$ cat config.mk
export PLATFORM = sky130hd
export DESIGN_NAME = serial_adc_reader
export DESIGN_NICKNAME = d
export VERILOG_FILES = /design/src/rtl/adcrd_pkg.sv /design/src/rtl/adcrd_sync.sv /design/src/rtl/adcrd_ctrl.sv /design/src/rtl/adcrd_datapath.sv /design/src/rtl/serial_adc_reader.sv
export SDC_FILE = /design/constraint.sdc
export NUM_CORES = 1
export LEC_CHECK = 0
export BUFFER_PORTS_ARGS = -buffer_cell sky130_fd_sc_hd__buf_4
export CAP_MARGIN = 40
export CORE_MARGIN = 3
export CORE_UTILIZATION = 50
export CTS_CLUSTER_SIZE = 20
export DETAILED_ROUTE_END_ITERATION = 8
export PLACE_DENSITY = 0.77
export RECOVER_POWER = 50
export SYNTH_ARGS = -nofsm -noshare
export SYNTH_HDL_FRONTEND = slang
export SYNTH_HIERARCHICAL = 1
export SYNTH_SLANG_ARGS = --single-unit
export TNS_END_PERCENT = 100
$ cat constraint.sdc
create_clock -name clk -period 2.15 [get_ports clk]
set_clock_uncertainty 0.1 [all_clocks]
set_input_delay 0.43 -clock clk [delete_from_list [all_inputs] [get_ports clk]]
set_output_delay 0.43 -clock clk [all_outputs]
set_load 0.05 [all_outputs]
$ cat src/rtl/adcrd_pkg.sv
package adcrd_pkg;

  typedef enum logic [3:0] {
    PH_IDLE,
    PH_ARM,
    PH_CONVERT,
    PH_WAIT_LOW,
    PH_WAIT_HIGH,
    PH_SETUP,
    PH_CLK_HIGH,
    PH_CLK_LOW,
    PH_DONE
  } phase_e;

  typedef struct packed {
    logic clearShift;
    logic shiftBit;
    logic publish;
  } dpStrobe_t;

  function automatic int maxOf4(input int a, input int b, input int c, input int d);
    int m;
    m = a;
    if (b > m) m = b;
    if (c > m) m = c;
    if (d > m) m = d;
    return m;
  endfunction

endpackage

$ cat src/rtl/adcrd_sync.sv
module adcrd_sync #(
  parameter int STAGES = 2
) (
  input  logic clk,
  input  logic rstN,
  input  logic dIn,
  output logic qOut
);
  logic [STAGES-1:0] chain;

  generate
    if (STAGES == 1) begin : g_single
      always_ff @(posedge clk) begin
        if (!rstN) chain <= '1;
        else       chain <= dIn;
      end
    end else begin : g_multi
      always_ff @(posedge clk) begin
        if (!rstN) chain <= '1;
        else       chain <= {chain[STAGES-2:0], dIn};
      end
    end
  endgenerate

  assign qOut = chain[STAGES-1];
endmodule

$ cat src/rtl/adcrd_ctrl.sv
module adcrd_ctrl
  import adcrd_pkg::*;
#(
  parameter int WORD_W     = 12,
  parameter int CONV_CYC   = 4,
  parameter int SETUP_CYC  = 3,
  parameter int HIGH_CYC   = 5,
  parameter int LOW_CYC    = 5,
  parameter int SAMPLE_OFS = 3
) (
  input  logic      clk,
  input  logic      rstN,
  input  logic      start,
  input  logic      busySync,
  output logic      csN,
  output logic      rcHigh,
  output logic      dclk,
  output logic      ctrlBusy,
  output dpStrobe_t strobe
);
  localparam int TMAX  = maxOf4(CONV_CYC, SETUP_CYC, HIGH_CYC, LOW_CYC);
  localparam int CNT_W = $clog2(TMAX + 1);
  localparam int BIT_W = $clog2(WORD_W);
  localparam logic [CNT_W-1:0] CONV_LAST  = CNT_W'(CONV_CYC - 1);
  localparam logic [CNT_W-1:0] SETUP_LAST = CNT_W'(SETUP_CYC - 1);
  localparam logic [CNT_W-1:0] HIGH_LAST  = CNT_W'(HIGH_CYC - 1);
  localparam logic [CNT_W-1:0] LOW_LAST   = CNT_W'(LOW_CYC - 1);
  localparam logic [CNT_W-1:0] SAMPLE_AT  = CNT_W'(SAMPLE_OFS);
  localparam logic [BIT_W-1:0] LAST_BIT   = BIT_W'(WORD_W - 1);

  phase_e           phase, phaseNext;
  logic [CNT_W-1:0] tick, tickNext;
  logic [BIT_W-1:0] bitIdx, bitIdxNext;

  always_comb begin
    phaseNext  = phase;
    tickNext   = tick;
    bitIdxNext = bitIdx;
    strobe     = '0;
    unique case (phase)
      PH_IDLE: begin
        if (start) begin
          phaseNext         = PH_ARM;
          strobe.clearShift = 1'b1;
        end
      end
      PH_ARM: begin
        phaseNext = PH_CONVERT;
        tickNext  = '0;
      end
      PH_CONVERT: begin
        if (tick == CONV_LAST) phaseNext = PH_WAIT_LOW;
        else                   tickNext  = tick + 1'b1;
      end
      PH_WAIT_LOW: begin
        if (!busySync) phaseNext = PH_WAIT_HIGH;
      end
      PH_WAIT_HIGH: begin
        if (busySync) begin
          phaseNext = PH_SETUP;
          tickNext  = '0;
        end
      end
      PH_SETUP: begin
        if (tick == SETUP_LAST) begin
          phaseNext  = PH_CLK_HIGH;
          tickNext   = '0;
          bitIdxNext = '0;
        end else begin
          tickNext = tick + 1'b1;
        end
      end
      PH_CLK_HIGH: begin
        if (tick == SAMPLE_AT) strobe.shiftBit = 1'b1;
        if (tick == HIGH_LAST) begin
          phaseNext = PH_CLK_LOW;
          tickNext  = '0;
        end else begin
          tickNext = tick + 1'b1;
        end
      end
      PH_CLK_LOW: begin
        if (tick == LOW_LAST) begin
          tickNext = '0;
          if (bitIdx == LAST_BIT) begin
            phaseNext      = PH_DONE;
            strobe.publish = 1'b1;
          end else begin
            bitIdxNext = bitIdx + 1'b1;
            phaseNext  = PH_CLK_HIGH;
          end
        end else begin
          tickNext = tick + 1'b1;
        end
      end
      PH_DONE:  phaseNext = PH_IDLE;
      default:  phaseNext = PH_IDLE;
    endcase
  end

  always_ff @(posedge clk) begin
    if (!rstN) begin
      phase  <= PH_IDLE;
      tick   <= '0;
      bitIdx <= '0;
    end else begin
      phase  <= phaseNext;
      tick   <= tickNext;
      bitIdx <= bitIdxNext;
    end
  end

  assign csN      = !(phase inside {PH_CONVERT, PH_WAIT_LOW, PH_WAIT_HIGH,
                                    PH_SETUP, PH_CLK_HIGH, PH_CLK_LOW});
  assign rcHigh   = !(phase == PH_ARM || phase == PH_CONVERT);
  assign dclk     = (phase == PH_CLK_HIGH);
  assign ctrlBusy = (phase != PH_IDLE);


  start_ignored_chk: assert property (@(posedge clk) disable iff (!rstN)
    (ctrlBusy && start) |=> phase != PH_ARM);


  first_rise_after_setup_chk: assert property (@(posedge clk) disable iff (!rstN)
    $rose(dclk) |-> ($past(phase) == PH_SETUP || $past(phase) == PH_CLK_LOW));


  wait_needs_busy_chk: assert property (@(posedge clk) disable iff (!rstN)
    (phase == PH_WAIT_HIGH && !busySync) |=> phase == PH_WAIT_HIGH);
endmodule

$ cat src/rtl/adcrd_datapath.sv
module adcrd_datapath
  import adcrd_pkg::*;
#(
  parameter int WORD_W   = 12,
  parameter int HIGH_CYC = 5
) (
  input  logic              clk,
  input  logic              rstN,
  input  dpStrobe_t         strobe,
  input  logic              sdataIn,
  input  logic              dclkMon,
  output logic [WORD_W-1:0] result,
  output logic              resultValid
);
  localparam int HL_W = $clog2(HIGH_CYC + 2);

  logic [WORD_W-1:0] shiftReg;
  logic [HL_W-1:0]   highLen;

  always_ff @(posedge clk) begin
    if (!rstN)                 shiftReg <= '0;
    else if (strobe.clearShift) shiftReg <= '0;
    else if (strobe.shiftBit)   shiftReg <= {shiftReg[WORD_W-2:0], sdataIn};
  end

  always_ff @(posedge clk) begin
    if (!rstN) begin
      result      <= '0;
      resultValid <= 1'b0;
    end else begin
      resultValid <= strobe.publish;
      if (strobe.publish) result <= shiftReg;
    end
  end

  always_ff @(posedge clk) begin
    if (!rstN)        highLen <= '0;
    else if (dclkMon) highLen <= highLen + 1'b1;
    else              highLen <= '0;
  end


  high_time_chk: assert property (@(posedge clk) disable iff (!rstN)
    $fell(dclkMon) |-> highLen == HL_W'(HIGH_CYC));


  strobe_single_chk: assert property (@(posedge clk) disable iff (!rstN)
    resultValid |=> !resultValid);


  result_hold_chk: assert property (@(posedge clk) disable iff (!rstN)
    !resultValid |-> $stable(result));
endmodule

$ cat src/rtl/serial_adc_reader.sv
module serial_adc_reader
  import adcrd_pkg::*;
#(
  parameter int WORD_W      = 12,
  parameter int CONV_CYC    = 4,
  parameter int SETUP_CYC   = 3,
  parameter int HIGH_CYC    = 5,
  parameter int LOW_CYC     = 5,
  parameter int SAMPLE_OFS  = 3,
  parameter int SYNC_STAGES = 2
) (
  input  logic              clk,
  input  logic              rstN,
  input  logic              start,
  input  logic              adcBusy,
  input  logic              adcSdata,
  output logic              adcCsN,
  output logic              adcReadConv,
  output logic              adcDclk,
  output logic [WORD_W-1:0] result,
  output logic              resultValid,
  output logic              ctrlBusy
);
  localparam int RC_W = $clog2(WORD_W + 2);

  logic      busySync;
  dpStrobe_t strobe;

  adcrd_sync #(.STAGES(SYNC_STAGES)) u_sync (
    .clk(clk), .rstN(rstN), .dIn(adcBusy), .qOut(busySync)
  );

  adcrd_ctrl #(
    .WORD_W(WORD_W), .CONV_CYC(CONV_CYC), .SETUP_CYC(SETUP_CYC),
    .HIGH_CYC(HIGH_CYC), .LOW_CYC(LOW_CYC), .SAMPLE_OFS(SAMPLE_OFS)
  ) u_ctrl (
    .clk(clk), .rstN(rstN), .start(start), .busySync(busySync),
    .csN(adcCsN), .rcHigh(adcReadConv), .dclk(adcDclk),
    .ctrlBusy(ctrlBusy), .strobe(strobe)
  );

  adcrd_datapath #(.WORD_W(WORD_W), .HIGH_CYC(HIGH_CYC)) u_dp (
    .clk(clk), .rstN(rstN), .strobe(strobe), .sdataIn(adcSdata),
    .dclkMon(adcDclk), .result(result), .resultValid(resultValid)
  );

  // rising-edge tally of the data clock, used by the checks below
  logic            dclkPrev;
  logic [RC_W-1:0] riseCnt;
  always_ff @(posedge clk) begin
    if (!rstN) begin
      dclkPrev <= 1'b0;
      riseCnt  <= '0;
    end else begin
      dclkPrev <= adcDclk;
      if (adcCsN)                   riseCnt <= '0;
      else if (adcDclk && !dclkPrev) riseCnt <= riseCnt + 1'b1;
    end
  end


  load_window_chk: assert property (@(posedge clk) disable iff (!rstN)
    (!adcCsN && !adcBusy) |-> !(adcReadConv && adcDclk));


  dclk_gate_chk: assert property (@(posedge clk) disable iff (!rstN)
    adcDclk |-> (!adcCsN && adcReadConv));


  rc_before_cs_chk: assert property (@(posedge clk) disable iff (!rstN)
    $fell(adcCsN) |-> (!adcReadConv && $past(!adcReadConv)));


  period_count_chk: assert property (@(posedge clk) disable iff (!rstN)
    resultValid |-> riseCnt == RC_W'(WORD_W));


  busy_cover_chk: assert property (@(posedge clk) disable iff (!rstN)
    (!adcCsN || resultValid) |-> ctrlBusy);
endmodule

# == Yosys cells after proc, flatten, opt, wreduce, memory -nomap -nowiden ==
# Cells that the tools add are included.
# classes
addsub,2
mul,0
div,0
order_cmp,0
eq_ne,20
n_shift,0
mux,25
bitwise,1
n_reduce_logical,13
# ops
cell,count
two-way mux 4 bit,11
one-hot mux 4 bit (8 select lines),1
"== test 4 x 3 -> 1 bit, second input constant",4
one-hot mux 3 bit (5 select lines),1
two-way mux 3 bit,4
"inequality test 2 bit, second input constant",5
"== test 4 x 2 -> 1 bit, second input constant",2
"inequality test 2 x 1 -> 1 bit, second input constant",4
one-hot mux 4 bit (2 select lines),1
two-way mux 1 bit,7
AND reduction 7 bit,1
"== test 3 x 2 -> 1 bit, second input constant",2
nonzero test 6 bit,1
nonzero test 5 bit,1
"adder 4 x 1 -> 4 bit, second input constant",1
"== test 4 x 1 -> 1 bit, second input constant",1
"== test 4 bit, second input constant",1
zero test 4 bit,1
AND reduction 4 bit,1
nonzero test 4 bit,1
OR reduction 2 bit,2
"adder 3 x 1 -> 3 bit, second input constant",1
"== test 3 bit, second input constant",1
AND reduction 3 bit,1
4 further kinds,5
# word_totals
reg_bits,38
latchBits,0
ramBits,0
mem_bits_ro,0
output_inout_bits,17
elab_cells,68
mem_count,0

# == Logic depth before layout (Yosys ltp) ==
# depth
ltp_word,4
mapped_depth,8
mapped_depth_nobuf,6

# == Cells and area by module ==
# The synthesis kept the hierarchy.
# by_module_without_submodules
mod,instances,cells_each,area_per_inst_um2,seq_area_each_um2
adcrd_datapath,1,80,920.9,500.5
adcrd_ctrl,1,97,768.2,220.2
adcrd_sync,1,4,52.6,40.0

# == Worst setup path before layout ==
# OpenSTA, ideal clock, no wires.
# synth_timing
path_type,register to register
from,reg u_ctrl.phase[2]
to,reg u_dp.shiftReg[0]
arrival_ns,3.188
setup_slack_ns,-1.255
stages_incl_launch_ff,8
path_cell_list,dfxtp_1 > clkbuf_1 > inv_1 > nor4b_1 > and2_1 > buf_6 > mux2i_1 > nor2_1
# synth_lines
item,line,text
"start, declared",adcrd_ctrl.sv:31,"phase_e phase, phaseNext;"
"start signal, assigned",adcrd_ctrl.sv:107,phase <= phaseNext;
"end signal, assigned",adcrd_datapath.sv:23,"else if (strobe.shiftBit) shiftReg <= {shiftReg[WORD_W-2:0], sdataIn};"
"end, declared",adcrd_datapath.sv:17,logic [WORD_W-1:0] shiftReg;

# == Worst setup path after layout ==
# layout_timing
from,reg u_ctrl.tick[0]
to,reg u_ctrl.tick[1]
# layout_between
elab_chain_len,3
# layout_lines
item,line,text
"start, declared",adcrd_ctrl.sv:32,"logic [CNT_W-1:0] tick, tickNext;"
"start signal, assigned",adcrd_ctrl.sv:108,tick <= tickNext;
"adder 3 x 1 -> 3 bit, or another cell as far along",-,
"two-way mux 3 bit, or another cell as far along","adcrd_ctrl.sv:75, adcrd_ctrl.sv:83",
one-hot mux 3 bit (5 select lines) or AND reduction 3 bit (tied branches),-,
# Parallel ways exist; a longest one is shown, timed or not. The select of a mux whose other input is x is not followed.
# A chain may end at the register's enable or synchronous reset.

==> flow_summary.ini <==
[global_route]
grt_pass1_vias = 1296
grt_usage_pct = 17.2
grt_max_degree = 27
overflow = 0
grt_pass1_wl_mm = 5.69
grt_antenna_before_repair = 0

[logic_synthesis]
async_flop_share_pct = 0
synth_cell_types = 42
synth_seq_cells = 38
synth_top_cell_area_share_pct = 43.7
netlist_instances = 181
syn-mean-instance-area_um2 = 9.62
synth_nets = 191
synth_edf_count = 0
synth-warning-count = 6
synth_top_area_cell = dfxtp_1
synthTopCellsByArea = dfxtp_1 (44%), mux2i_1 (14%), nor2b_1 (5.0%)
synthFlopType = dfxtp_1
syn_area_mm2 = 0.00174
ys_seq_area_share_pct = 43.7

[pwr]
switching_share_pct = 35.7
switching_power_mw = 0.595
combPwrFrac_pct = 32.4
clkPwrFrac_pct = 19.9
p_int_mw = 1.07
cellLeakagePower_nw = 0.655
ir_drop_mv = 0.433
p_seq_share_pct = 47.7
total_power_mw = 1.66
power_density_mw_per_mm2 = 859

[critical_path]
path_buf_inv = 0
path_common_cell = ha_1
critPathSlowestCell = or3b_2
startpoint_type = flip-flop
r2r_cells = 6
crit_path_max_incr_delay_ns = 0.45
cp-end-kind = flip-flop
critical_path_arrival_ns = 2.28
cp_cell_sequence = ha_1 -> ha_1 -> or3b_2 -> a31oi_2 -> o2111ai_1 -> a2bb2o_1
worstPathMaxFanout = 4
cp_top_family = compound AO/OA/AOI/OAI gates
crit_type = reg -> reg
regToRegSetupSlack_ns = 0.05
reg2reg_from = u_ctrl/tick[0]
worstReg2RegEnd = u_ctrl/tick[1]
cp.required_ns = 2.33

[clocking]
htreeDepth = 2
cts_buffers = 5
numClockSinks = 38
clockBufferDepth = 2
cts.reportedPaths.clkPinSlew_ns = 0.10
cts_tree = done
cts_root_buf = clkbuf_4
post-cts-setup-buffers = 0
clk_latency_ns = 0.33

[floorplan]
die_x_um = 65.0
coreArea_mm2 = 0.00318
die_h_um = 65.0
num_io_pins = 22
dieArea_mm2 = 0.00423
initial_core_util_pct = 54.8
rows = 20

[hold_path]
min_from = adcBusy
holdPathStages = 2
hp-class = in -> reg
min_to = u_sync/chain[0]

[layout]
final_util_pct = 61.0
fill_cells = 307
diodes = 0
drive_gt1_share_pct = 13.3
final_cell_count_no_fill = 247
fin_nets = 213
area_growth_pct = 11.3

[sta]
finalHoldViolCount = 0
finalCriticalPeriod_ns = 2.10
fin_crit_sh_pct = 97.6
fmax_ghz = 0.477
slew_violations = 0
maxSlewHeadroom_pct = 59.5
tightest_slew_ns = 0.610
rsz0062_at_grt = yes
setup_viol = 0

[detailed_routing]
drc = 0
wl_mm = 3.39
ant_nets = 0
initialDrtViolationCount = 52
drt_pass1_iterations = 4
via_per_inst = 5.36
vias = 1325
wl_per_cell_um = 13.7

[place]
port_buffers = 21
dp_cells = 240
hpwlAfterDp_mm = 2.35
gp_congestion = 0.945

[run_status]
outcome = finished, final reports clean

[run]
maxCapViolCount = 0
## per-layer routing
layer  global-route usage (%)  part of all wire (%)  vias up
met3                     5.89                   4.7        2
li1                         -                     -      663
met2                     28.4                    50       29
met5                        0                     0        -
met4                     6.22                  0.62        0
met1                     20.6                    45      631
## cells in the final DEF (no fill, tap or decap), types with 2 or more instances in the layout
cell | Yosys | routed
nand2b_1 | 8 | 8
clkbuf_4 | 0 | 5
nand3b_1 | 3 | 3
a21boi_1 | 1 | 3
a21oi_1 | 4 | 4
dfxtp_2 | 0 | 4
mux2i_1 | 25 | 25
inv_1 | 7 | 7
nor3_1 | 2 | 2
nor2_1 | 17 | 17
nor2b_1 | 14 | 14
o211ai_1 | 2 | 2
clkbuf_1 | 6 | 16
ha_1 | 5 | 5
buf_4 | 1 | 12
a211oi_1 | 2 | 2
nand3_1 | 5 | 5
o21ai_0 | 4 | 4
or3_1 | 3 | 3
nand2_1 | 7 | 7
dfxtp_1 | 38 | 34
## area by class of cell
| cell class | instances | area [um2] | share of cell area, % |
|---|---|---|---|
| Multi-Input combinational cell | 125 | 903 | 46.6 |
| Sequential cell | 38 | 766 | 39.5 |
| Timing Repair Buffer | 26 | 143 | 7.36 |
| Tap cell | 44 | 55.1 | 2.84 |
| Clock buffer | 7 | 45.0 | 2.32 |
| Inverter | 7 | 26.3 | 1.36 |
## power by group through the flow
stage / sequential, mW / combinational, mW / clock (mW)
2_1_floorplan: 0.765 / 0.442 / 0
3_3_place_gp: 0.801 / 0.516 / 0
3_5_place_dp: 0.804 / 0.527 / 0
4_1_cts: 0.786 / 0.529 / 0.341
5_1_grt: 0.799 / 0.586 / 0.375
6_report: 0.793 / 0.539 / 0.331
## worst max path at each step
stage                     from          endpoint  slack [ns]  depth (start not counted)
2_1_floorplan  u_ctrl/phase[0]  u_dp/shiftReg[0]        0.01                          6
3_3_place_gp    u_ctrl/tick[0]  u_ctrl/bitIdx[0]        0.14                          7
3_5_place_dp    u_ctrl/tick[0]    u_ctrl/tick[1]        0.05                          6
4_1_cts        u_ctrl/phase[1]           adcDclk        0.02                          3
5_1_grt         u_ctrl/tick[1]    u_ctrl/tick[0]       -0.04                          6
6_report        u_ctrl/tick[0]    u_ctrl/tick[1]        0.05                          6
## cell families after synthesis
logic type	count (synthesis)	synth area share, %
muxes	25	14.4
xor gates and xnor gates	1	0.503
AOI/OAI and AO/OA	25	10.1
and+or+nand+nor	69	21.8
adders and majority gates	5	3.59
buffers and inverters	18	5.96
DFF	38	43.7
## cell usage after synthesis (2+ instances only)
master    number
nor2b_1       14
mux2i_1       25
clkbuf_1       6
a21oi_1        4
nor2_1        17
nand3b_1       3
o211ai_1       2
a211oi_1       2
and2_1         2
nand2_1        7
o21ai_0        4
or3_1          3
ha_1           5
a21boi_0       2
dfxtp_1       38
a31oi_1        2
nand2b_1       8
inv_1          7
buf_6          2
nor3_1         2
nand3_1        5
## per-stage QoR
stage | hold WS (ns) | setup TNS (ns) | cell area, um2 | setup slack, ns
final | 0.188 | 0 | 1940 | 0.0524
after global routing | 0.170 | -0.0878 | 1940 | -0.0437
after CTS | 0.179 | 0 | 1980 | 0.0230
after detailed placement | 0.303 | 0 | 1930 | 0.0541
after global placement | 0.304 | 0 | 1930 | 0.144
after floorplan | 0.286 | 0 | 1760 | 0.0139
## sequential cells by signal, indices dropped and copies added, names as in the netlist
name              flops
u_dp/resultValid      1
u_sync/chain          2
u_dp/shiftReg        12
u_dp/result          12
u_ctrl/tick           3
u_ctrl/bitIdx         4
u_ctrl/phase          4
## repair_timing
action | in CTS | in global routing
hold buffers | 0 | 0
gates resized for setup | 0 | 8
endpoints found under the setup margin | 0 | 9
Note: power is estimated with default switching activity, not from simulation.
